==> config.mk <==
export PLATFORM = sky130hd
export DESIGN_NAME = wsum_tree
export DESIGN_NICKNAME = d
export VERILOG_FILES = /design/src/rtl/wsum_pkg.sv /design/src/rtl/wsum_leaf.sv /design/src/rtl/wsum_sadd.sv /design/src/rtl/wsum_ctrl.sv /design/src/rtl/wsum_tree.sv
export SDC_FILE = /design/constraint.sdc
export NUM_CORES = 1
export LEC_CHECK = 0
export BUFFER_PORTS_ARGS = -buffer_cell sky130_fd_sc_hd__buf_4
export CORE_MARGIN = 2
export CORE_UTILIZATION = 40
export DETAILED_ROUTE_END_ITERATION = 12
export GPL_TIMING_DRIVEN = 0
export SYNTH_ARGS = -nofsm -noshare
export SYNTH_HDL_FRONTEND = slang
export SYNTH_SLANG_ARGS = --single-unit
export TNS_END_PERCENT = 30
==> constraint.sdc <==
create_clock -name clk -period 2.1 [get_ports clk]
set_clock_uncertainty 0.15 [all_clocks]
set_input_delay 0.42 -clock clk [delete_from_list [all_inputs] [get_ports clk]]
set_output_delay 0.42 -clock clk [all_outputs]
set_load 0.05 [all_outputs]
==> src/rtl/wsum_pkg.sv <==
package wsum_pkg;
    // state held by one bit-serial adder node
    typedef struct packed {
        logic carry;
        logic sbit;
    } sadd_t;
endpackage

==> src/rtl/wsum_leaf.sv <==
module wsum_leaf #(
    parameter int W_W   = 12,
    parameter int SUM_W = 16
) (
    input  logic           clk,
    input  logic           rst_n,
    input  logic           load_i,
    input  logic [W_W-1:0] weight_i,
    input  logic           state_i,
    output logic           ser_o
);
    localparam int EXT = SUM_W - W_W;

    logic [SUM_W-1:0] ext;
    logic [SUM_W-1:0] sel;
    logic [SUM_W-1:0] shreg_d, shreg_q;

    always_comb begin
        ext = {{EXT{weight_i[W_W-1]}}, weight_i};
        // negate after widening so the minimum weight does not wrap
        sel = state_i ? ext : (~ext + 1'b1);
        if (load_i) begin
            shreg_d = sel;
        end else begin
            shreg_d = {shreg_q[SUM_W-1], shreg_q[SUM_W-1:1]};
        end
    end

    always_ff @(posedge clk or negedge rst_n) begin
        if (!rst_n) shreg_q <= '0;
        else        shreg_q <= shreg_d;
    end

    assign ser_o = shreg_q[0];

    // sign bit is replicated while shifting
    assert_sign_hold_R2: assert property (@(posedge clk) disable iff (!rst_n)
        !load_i |=> shreg_q[SUM_W-1] == $past(shreg_q[SUM_W-1]));
endmodule

==> src/rtl/wsum_sadd.sv <==
module wsum_sadd
    import wsum_pkg::*;
(
    input  logic clk,
    input  logic rst_n,
    input  logic clr_i,
    input  logic a_i,
    input  logic b_i,
    output logic s_o
);
    sadd_t st_d, st_q;
    logic  cin;

    always_comb begin
        cin        = clr_i ? 1'b0 : st_q.carry;
        st_d.sbit  = a_i ^ b_i ^ cin;
        st_d.carry = (a_i & b_i) | (a_i & cin) | (b_i & cin);
    end

    always_ff @(posedge clk or negedge rst_n) begin
        if (!rst_n) st_q <= '0;
        else        st_q <= st_d;
    end

    assign s_o = st_q.sbit;

    // bit 0 of a word sees no carry-in: output equals a xor b
    assert_word_start_R7: assert property (@(posedge clk) disable iff (!rst_n)
        clr_i |=> s_o == ($past(a_i) ^ $past(b_i)));
endmodule

==> src/rtl/wsum_ctrl.sv <==
module wsum_ctrl #(
    parameter int LVL   = 3,
    parameter int SUM_W = 16
) (
    input  logic             clk,
    input  logic             rst_n,
    input  logic             start_i,
    input  logic             root_i,
    output logic             load_o,
    output logic [LVL-1:0]   clr_o,
    output logic [SUM_W-1:0] sum_o,
    output logic             valid_o
);
    localparam int CNT_W = $clog2(LVL + SUM_W + 1);
    localparam logic [CNT_W-1:0] LAST = CNT_W'(LVL + SUM_W - 1);

    typedef struct packed {
        logic             busy;
        logic [CNT_W-1:0] cnt;
        logic [SUM_W-1:0] acc;
        logic [SUM_W-1:0] sum;
        logic             valid;
    } ctrl_t;

    ctrl_t ctl_d, ctl_q;

    always_comb begin
        ctl_d       = ctl_q;
        ctl_d.valid = 1'b0;
        load_o      = start_i && !ctl_q.busy;
        if (load_o) begin
            ctl_d.busy = 1'b1;
            ctl_d.cnt  = '0;
        end else if (ctl_q.busy) begin
            ctl_d.acc = {root_i, ctl_q.acc[SUM_W-1:1]};
            if (ctl_q.cnt == LAST) begin
                ctl_d.busy  = 1'b0;
                ctl_d.valid = 1'b1;
                ctl_d.sum   = {root_i, ctl_q.acc[SUM_W-1:1]};
            end else begin
                ctl_d.cnt = ctl_q.cnt + 1'b1;
            end
        end
    end

    always_ff @(posedge clk or negedge rst_n) begin
        if (!rst_n) ctl_q <= '0;
        else        ctl_q <= ctl_d;
    end

    // level k+1 starts its word k cycles after the leaves
    for (genvar k = 0; k < LVL; k++) begin : g_clr
        assign clr_o[k] = ctl_q.busy && (ctl_q.cnt == CNT_W'(k));
    end

    assign sum_o   = ctl_q.sum;
    assign valid_o = ctl_q.valid;

    assert_valid_pulse_R4: assert property (@(posedge clk) disable iff (!rst_n)
        ctl_q.valid |=> !ctl_q.valid);

    assert_valid_ends_run_R3: assert property (@(posedge clk) disable iff (!rst_n)
        ctl_q.valid |-> !ctl_q.busy && $past(ctl_q.busy));

    assert_start_ignored_R5: assert property (@(posedge clk) disable iff (!rst_n)
        (ctl_q.busy && start_i && ctl_q.cnt != LAST)
            |=> ctl_q.busy && ctl_q.cnt == $past(ctl_q.cnt) + 1'b1);

    assert_sum_hold_R6: assert property (@(posedge clk) disable iff (!rst_n)
        !$stable(ctl_q.sum) |-> ctl_q.valid);
endmodule

==> src/rtl/wsum_tree.sv <==
module wsum_tree #(
    parameter  int N_IN  = 8,
    parameter  int W_W   = 12,
    localparam int LVL   = $clog2(N_IN),
    localparam int SUM_W = W_W + LVL + 1
) (
    input  logic                clk,
    input  logic                rst_n,
    input  logic                start_i,
    input  logic [N_IN*W_W-1:0] weight_i,
    input  logic [N_IN-1:0]     state_i,
    output logic [SUM_W-1:0]    sum_o,
    output logic                valid_o
);
    // heap numbering: node 1 is the root, leaf j is node N_IN+j
    logic [2*N_IN-1:1] node;
    logic              load;
    logic [LVL-1:0]    clr;

    for (genvar j = 0; j < N_IN; j++) begin : g_leaf
        wsum_leaf #(.W_W(W_W), .SUM_W(SUM_W)) u_leaf (
            .clk      (clk),
            .rst_n    (rst_n),
            .load_i   (load),
            .weight_i (weight_i[j*W_W +: W_W]),
            .state_i  (state_i[j]),
            .ser_o    (node[N_IN+j])
        );
    end

    for (genvar i = 1; i < N_IN; i++) begin : g_node
        localparam int DEPTH = $clog2(i + 1) - 1;
        localparam int CIDX  = LVL - DEPTH - 1;
        wsum_sadd u_add (
            .clk   (clk),
            .rst_n (rst_n),
            .clr_i (clr[CIDX]),
            .a_i   (node[2*i]),
            .b_i   (node[2*i+1]),
            .s_o   (node[i])
        );
    end

    wsum_ctrl #(.LVL(LVL), .SUM_W(SUM_W)) u_ctrl (
        .clk     (clk),
        .rst_n   (rst_n),
        .start_i (start_i),
        .root_i  (node[1]),
        .load_o  (load),
        .clr_o   (clr),
        .sum_o   (sum_o),
        .valid_o (valid_o)
    );
endmodule

# After elaboration in Yosys (flattened, before gate mapping)
# Cells that the tools add are included.
# word_totals
register_bits	181
in_bits	107
output_inout_bits	17
word_cells	145
# op_classes
addsub	9
eq_ne	4
n_mux	29
n_bitwise	58
reduce_logical	10
# ops
cell	n
$add 16x1->16 const B	8
$mux 16	8
$not 16->16	8
$mux 15	8
$mux 39	1
$and 1x1->1	21
$mux 17	1
$or 1x1->1	14
$xor 1x1->1	14
$mux 1	9
$mux 6	1
$add 5x1->5 const B	1
$eq 5x1->1 const B	1
$eq 5x2->1 const B	1
$eq 5x5->1 const B	1
$logic_not 5->1	1
$mux 5	1
$logic_and 1x1->1	4
$reduce_and 2->1	2
$reduce_and 3->1	1
$ne 2x2->1 const B	1
$reduce_bool 2->1	1
$logic_not 1->1	1
$not 1->1	1

# Longest topological paths before layout
# Gate-level depths: netlist of run 1.
# depth
depth_word	6
depth_mapped	7
mapped_depth_nobuf	6

# Hierarchy
# Synthesis of run 1 repeated with hierarchy kept, for this count alone.
# hier_totals
cells_unflattened	885
hier_area_um2	9168.8
# modules_own_cells
module	n_inst	cells_per_inst	area_each_um2	seq_area_each_um2
wsum_leaf	8	88	849.6	400.4
wsum_ctrl	1	125	1732.9	950.9
wsum_sadd	7	8	91.3	50.0

# Least setup slack after synthesis of run 1
# Ideal clock, no wire load.
# synth_timing
kind	register to register
startpoint	register u_ctrl.ctl_q[35] (netlist name)
endpoint	register g_node[4].u_add.st_q (netlist bit g_node[4].u_add.s_o)
setup_ps	64
t_arrival_ps	1645
required_ps	1886
path_slack_ps	240
stages_incl_launch_ff	7
path_buffers	0
period_less_slack_ps	1860
path_cell_list	dfrtp_1 > or3b_4 > nor2_1 > nand2_1 > nand2_1 > fa_1 > inv_1
# synth_lines
element	line	rtl
start, declared	wsum_ctrl.sv:25	ctrl_t ctl_d, ctl_q;
start signal, assigned	wsum_ctrl.sv:48	else ctl_q <= ctl_d;
end signal, assigned	wsum_sadd.sv:22	else st_q <= st_d;
end, declared	wsum_sadd.sv:11	sadd_t st_d, st_q;

==> results of run 1 <==
==> power by group <==
| group | internal, mW | leakage, nW | switching, mW |
|---|---|---|---|
| Sequential | 5.20 | 2.14 | 0.611 |
| Clock | 1.82 | 0.283 | 1.35 |
| Combinational | 1.93 | 2.58 | 2.63 |
==> placed cells by master (no fill, tap or decap), types with 6 or more instances in the layout <==
master	netlist	final
a21oi_1	44	44
a31oi_1	19	19
and3_1	7	7
buf_2	19	17
buf_4	16	138
clkbuf_1	14	14
clkbuf_16	0	17
dfrtp_1	180	180
fa_1	7	7
ha_1	12	12
inv_1	60	60
mux2_1	9	9
mux2_2	23	23
mux2i_1	11	11
nand2_1	126	125
nand3_1	22	22
nor2_1	115	114
nor3_1	27	27
nor3b_1	6	6
nor4_1	10	10
o21ai_0	92	92
xnor2_1	68	68
==> registers in the layout, indices dropped and copies added, names as in the netlist <==
name and flops:
u_ctrl.valid_o 1, g_leaf.u_leaf.shreg_q 128, u_ctrl.sum_o 16, u_ctrl.ctl_q 21
g_node.u_add.st_q 7, g_node.u_add.s_o 7
==> what timing repair did <==
item	in CTS	in global routing
hold endpoints to repair	56	0
endpoints found under the setup margin	14	13
hold buffers	1	0
resized for setup	2	3
==> cells in the mapped netlist (all sizes together), types with 2 or more instances <==
cell / instances / area, um2
dfrtp: 180 / 4500
nor4: 11 / 75.1
clkbuf: 14 / 52.6
a31oi: 19 / 119
nor3b: 6 / 45.0
mux2i: 11 / 110
nor3: 28 / 145
a311oi: 3 / 26.3
xnor2: 68 / 596
or3: 4 / 25.0
a41oi: 2 / 17.5
nand3: 22 / 110
nand2: 126 / 473
o22ai: 5 / 31.3
nand4: 3 / 18.8
inv: 60 / 225
o311ai: 3 / 26.3
nor2: 116 / 452
nor2b: 3 / 18.8
a21oi: 44 / 220
or2: 3 / 18.8
nor4b: 5 / 50.0
mux2: 32 / 360
o31ai: 4 / 30.0
and3: 7 / 43.8
ha: 12 / 150
nand2b: 2 / 12.5
fa: 7 / 140
buf: 41 / 245
o21ai: 92 / 460
o211ai: 4 / 30.0
==> layer usage <==
metal	GRT usage	vias up
met5	0	-
met4	0.0415	0
met3	0.0349	21
met2	0.293	152
met1	0.229	3288
li1	-	3457
==> final cells by class <==
cell class                 instances  share of cell area
multi-input combinational        653               0.360
timing repair buffer             125              0.0893
clock buffer                      20              0.0421
inverter                          60              0.0208
tap                              280              0.0323
buffer                            55              0.0280
sequential                       180               0.415
clock inverter                    12              0.0119
==> logic make-up after synthesis <==
logic type / count (synthesis)
and+or+nand+nor: 341
AOI/OAI and AO/OA: 181
DFF: 180
buffers and inverters: 115
xor gates and xnor gates: 69
muxes: 43
adders and majority gates: 19
==> final timing paths <==
check / from / end / slack (ns)
worst max-delay path: u_ctrl.ctl_q[35] / g_node[5].u_add.s_o / 0.10
worst min-delay path: start_i / u_ctrl.ctl_q[36] / 0.06
worst max register to register: u_ctrl.ctl_q[35] / g_node[5].u_add.s_o / 0.10
worst min register to register: g_leaf[1].u_leaf.shreg_q[3] / g_leaf[1].u_leaf.shreg_q[2] / 0.29
max in group asynchronous: rst_n / g_leaf[2].u_leaf.shreg_q[1] / 0.49
min in group asynchronous: rst_n / g_leaf[5].u_leaf.shreg_q[4] / 0.35
==> per-stage QoR <==
stage               TNS, ns  hold WS (ns)
floorplan                 0       -0.0256
global placement    -120.09         0.279
detailed placement    -1.88         0.228
CTS                       0        0.0477
global route        -0.0461        0.0545
finish                    0        0.0634
==> flow_summary.yaml, run 1 <==
synthesis:
  synthArstFlopShare: 1.00
  synth-warning-count: 0
  seq_area_frac_synth: 0.505
  synth.cell_area_um2: 8930
  synth.area.mux_share: 0.0527
  synth-simple-area-share: 0.171
  synth_compound_area_frac: 0.113
  synthCells: 948
  yosys_most_used_dff: "dfrtp_1"
  yosysUniqueCellTypes: 52
  yosys.area_share.xor_xnor: 0.0677
  synth_top_family_by_area: "simple AND/OR/NAND/NOR gates"
  syn-num-nets: 1074
  avgSynthCellArea_um2: 9.42
  synth_seq_cells: 180
  yosys.area_share.adder: 0.0325
  synth-edff-count: 0
critical_path:
  cp-end-kind: "flop"
  worst_r2r_path_depth: 6
  cp.arrival_ns: 2.21
  crit_chain: "or3b_4 -> nor2_2 -> nand2_2 -> nand2_1 -> fa_1 -> inv_1"
  crit_type: "reg -> reg"
  crit_family: "simple AND/OR/NAND/NOR gates"
  critical_path_required_ns: 2.31
  crit_cells: 6
  crit_buf_inv: 1
  cp_slowest_cell: "or3b_4"
  slowest_delay_ns: 0.46
  crit_fanout: 6
  critPathLaunchType: "flop"
finish:
  drive_gt1_frac: 0.203
  final_cell_count_no_fill: 1385
  area_delta_synth_final_pct: 21.5
  design_area_um2: 10800
  multi_input_area_um2: 3900
  antennaDiodeCount: 0
  n_fill_cell: 2116
  num-nets-final: 1218
  post-route-util: 0.495
  regArea_um2: 4500
global_route:
  grt_pass1_wl_mm: 32.9
  grt_usage: 0.173
  grt_overflow: 0
  antenna_found_initial: 0
  grt_pass1_vias: 6692
  grt_max_degree: 125
timing:
  fmax_mhz: 500
  timing.slew.headroom: 0.410
  finalSetupViolCount: 0
  post-route-min-period_ns: 2.00
  rsz0062_at_grt: "yes"
  finalCritPeriodShare: 0.952
  final_max_slew_viol_count: 0
  setup_slack_ns: 0.101
  hold_viol: 0
  worst_slew_pin_slew_ns: 0.877
floorplanning:
  die_h_um: 153
  dieWidth_um: 153
  start_util: 0.408
  io_pins: 124
  coreArea_um2: 21900
  num_rows: 54
  dieArea_um2: 23500
detailed_routing:
  topRoutingLayerUsed: "met4"
  postRouteAntennaNets: 0
  drt-total-wl_mm: 19.6
  via_per_inst: 4.99
  drtIter0Drc: 278
  firstDrtPassIters: 5
  wl_met3_um: 718
  post_drt_wl_per_cell_um: 14.1
  wl_met1_mm: 9.01
  wl_met2_mm: 9.65
  remaining_drc_errors: 0
  vias: 6918
clock_tree:
  cts_setup_buffers: 0
  cts_inserted_buffers: 17
  clock_path_buffers: 2
  cts_max_level: 4
  clock_latency_ns: 0.42
  clk_pin_slew_worst_paths_ns: 0.06
  cts.sinks: 180
  root_buffer: "clkbuf_16"
  cts_tree: "built"
place:
  finalWeightedCongestion: 0.838
  place_ws_ns: -0.197
  dp_hpwl_mm: 13.9
  io_buffers: 123
  dp_cells: 1352
  placed_area_um2: 10200
pwr:
  powerDensity_nw_per_um2: 1250
  p_total_mw: 13.5
  vdd_drop_max_mv: 0.509
  p_leak_nw: 5.01
run_status:
  outcome: "complete, no violations"
min_path:
  hold_path_class: "in -> reg"
  hold-path-cell-count: 2
job:
  cap_violations: 0
Power figures use the tool's default switching activity.
==> run 2: changes to the inputs <==
--- a/config.mk
+++ b/config.mk
@@ -5,10 +5,9 @@
 export SDC_FILE = /design/constraint.sdc
 export NUM_CORES = 1
 export LEC_CHECK = 0
-export BUFFER_PORTS_ARGS = -buffer_cell sky130_fd_sc_hd__buf_4
-export CORE_MARGIN = 2
 export CORE_UTILIZATION = 40
 export DETAILED_ROUTE_END_ITERATION = 12
+export DONT_BUFFER_PORTS = 1
 export GPL_TIMING_DRIVEN = 0
 export SYNTH_ARGS = -nofsm -noshare
 export SYNTH_HDL_FRONTEND = slang
==> constraint.sdc (replaced) <==
create_clock -name clk -period 2.1 [get_ports clk]
set_clock_uncertainty 0.15 [all_clocks]
set_input_delay 0.42 -clock clk [delete_from_list [all_inputs] [get_ports clk]]
set_output_delay 0.42 -clock clk [all_outputs]
set_load 0.01 [all_outputs]
==> flow_summary.yaml, run 2 (synthesized netlist as in run 1, its figures left out) <==
timing:
  post-route-min-period_ns: 1.98
  hold_viol: 180
  fmax_mhz: 505
  worst_hold_slack_ns: -0.462
  worst_slew_pin_slew_ns: 0.957
  rsz0062_at_grt: "no"
  final_max_slew_viol_count: 0
  timing.slew.headroom: 0.356
  finalSetupViolCount: 0
  finalCritPeriodShare: 0.943
critical_path:
  critPathLaunchType: "flop"
  crit_fanout: 5
  r2r_setup_slack_ns: 0.12
  critical_path_required_ns: 2.26
  cp.arrival_ns: 2.14
  crit_chain: "inv_1 -> ha_1 -> nand2_1 -> o31ai_1 -> mux2_2"
  cp-end-kind: "flop"
  slowest_delay_ns: 0.47
  cp_slowest_cell: "o31ai_1"
  crit_type: "reg -> reg"
finish:
  drive_gt1_frac: 0.101
  n_fill_cell: 2149
  design_area_um2: 9930
  area_delta_synth_final_pct: 11.3
  antennaDiodeCount: 0
  num-nets-final: 1101
  largest_register_ffs: 128
  regMostFlops: "g_leaf.u_leaf.shreg_q"
  final_cell_count_no_fill: 1267
  final_cell_mix: "dfrtp_1 (180), nand2_1 (125), nor2_1 (114)"
  layout_commonest_cell: "dfrtp_1"
floorplanning:
  dieArea_um2: 22900
  io_pins: 124
  start_util: 0.409
  num_rows: 54
  die_h_um: 151
  dieWidth_um: 151
  coreArea_um2: 21800
place:
  io_buffers: 0
  dp_hpwl_mm: 13.4
  finalWeightedCongestion: 0.791
  dp_cells: 1228
  placed_area_um2: 9280
detailed_routing:
  drtIter0Drc: 236
  via_per_inst: 5.15
  postRouteAntennaNets: 0
  firstDrtPassIters: 4
  remaining_drc_errors: 0
  post_drt_wl_per_cell_um: 15.2
  vias: 6523
  drt-total-wl_mm: 19.2
global_route:
  grt_usage: 0.180
  antenna_found_initial: 0
  grt_max_degree: 181
  grt_overflow: 0
  grt_pass1_vias: 6368
  grt_pass1_wl_mm: 31.7
clock_tree:
  cts_inserted_buffers: 17
  clock_path_buffers: 2
  cts.sinks: 180
  cts_setup_buffers: 0
  cts_tree: "built"
  root_buffer: "clkbuf_16"
  clock_latency_ns: 0.42
  cts_max_level: 4
  clk_pin_slew_worst_paths_ns: 0.06
  hold_buffers: 8
job:
  cap_violations: 0
pwr:
  p_total_mw: 12.5
  p_leak_nw: 4.40
  powerDensity_nw_per_um2: 1260
  vdd_drop_max_mv: 0.432
run_status:
  violations: "negative hold slack"
  outcome: "complete, but fails checks"
min_path:
  hold_path_class: "in -> async"
## run 2: worst paths after layout
check,start,to,cells past startpoint
max in group asynchronous,rst_n,g_leaf[0].u_leaf.shreg_q[4],0
setup reg to reg,u_ctrl.ctl_q[33],u_ctrl.ctl_q[34],5
setup / recovery,u_ctrl.ctl_q[33],u_ctrl.ctl_q[34],5
hold / removal,rst_n,g_leaf[5].u_leaf.shreg_q[4],0
min in group clk,weight_i[57],g_leaf[4].u_leaf.shreg_q[10],2
hold reg to reg,g_leaf[3].u_leaf.shreg_q[2],g_leaf[3].u_leaf.shreg_q[1],2
## run 2: layout make-up
cell class              count  area, um2  share of cell area
flip-flops and latches    180       4500               0.454
multi-input cells         653       3910               0.394
clock buffers              20        447              0.0450
well taps                 280        350              0.0353
plain buffers              55        309              0.0311
inverters                  60        225              0.0227
clock inverters            11        106              0.0107
repair buffers              8       80.1             0.00806
## run 2: critical path, delay by kind of cell (launching register included)
kind / cells / cell delay (ns)
AOI/OAI and AO/OA: 1 / 0.47
adders and majority gates: 1 / 0.16
buffers and inverters: 1 / 0.11
DFF: 1 / 0.43
muxes: 1 / 0.39
and+or+nand+nor: 1 / 0.16
## run 2: layer usage
layer | GRT usage | wire length [um] | vias up
met5 | 0 | 0 | -
met4 | 0.0550 | 238 | 0
met3 | 0.0361 | 861 | 18
met2 | 0.298 | 9510 | 133
met1 | 0.235 | 8600 | 3154
li1 | - | - | 3218
## run 2: timing repair
| action | CTS | global route |
|---|---|---|
| hold endpoints to repair | 186 | 180 |
| resized for setup | 3 | 9 |
| setup endpoints to repair | 14 | 14 |
## run 2: power breakdown
group          leakage (nW)  internal, mW  switching, mW
sequential             2.14          5.20          0.599
combinational          2.01          1.66           2.04
clock                 0.251          1.66           1.35
total                  4.40          8.52           3.99
## run 2: metrics by stage
stage / setup slack (ns) / hold WS, ns / utilization / setup TNS [ns]
3_3_place_gp: -0.179 / -0.0186 / 0.425 / -1.20
3_5_place_dp: -0.225 / -0.0184 / 0.425 / -1.75
4_1_cts: 0.0354 / -0.482 / 0.454 / 0
2_1_floorplan: 0.240 / -0.0256 / - / 0
5_1_grt: 0.0218 / -0.491 / 0.455 / 0
6_report: 0.120 / -0.462 / 0.455 / 0
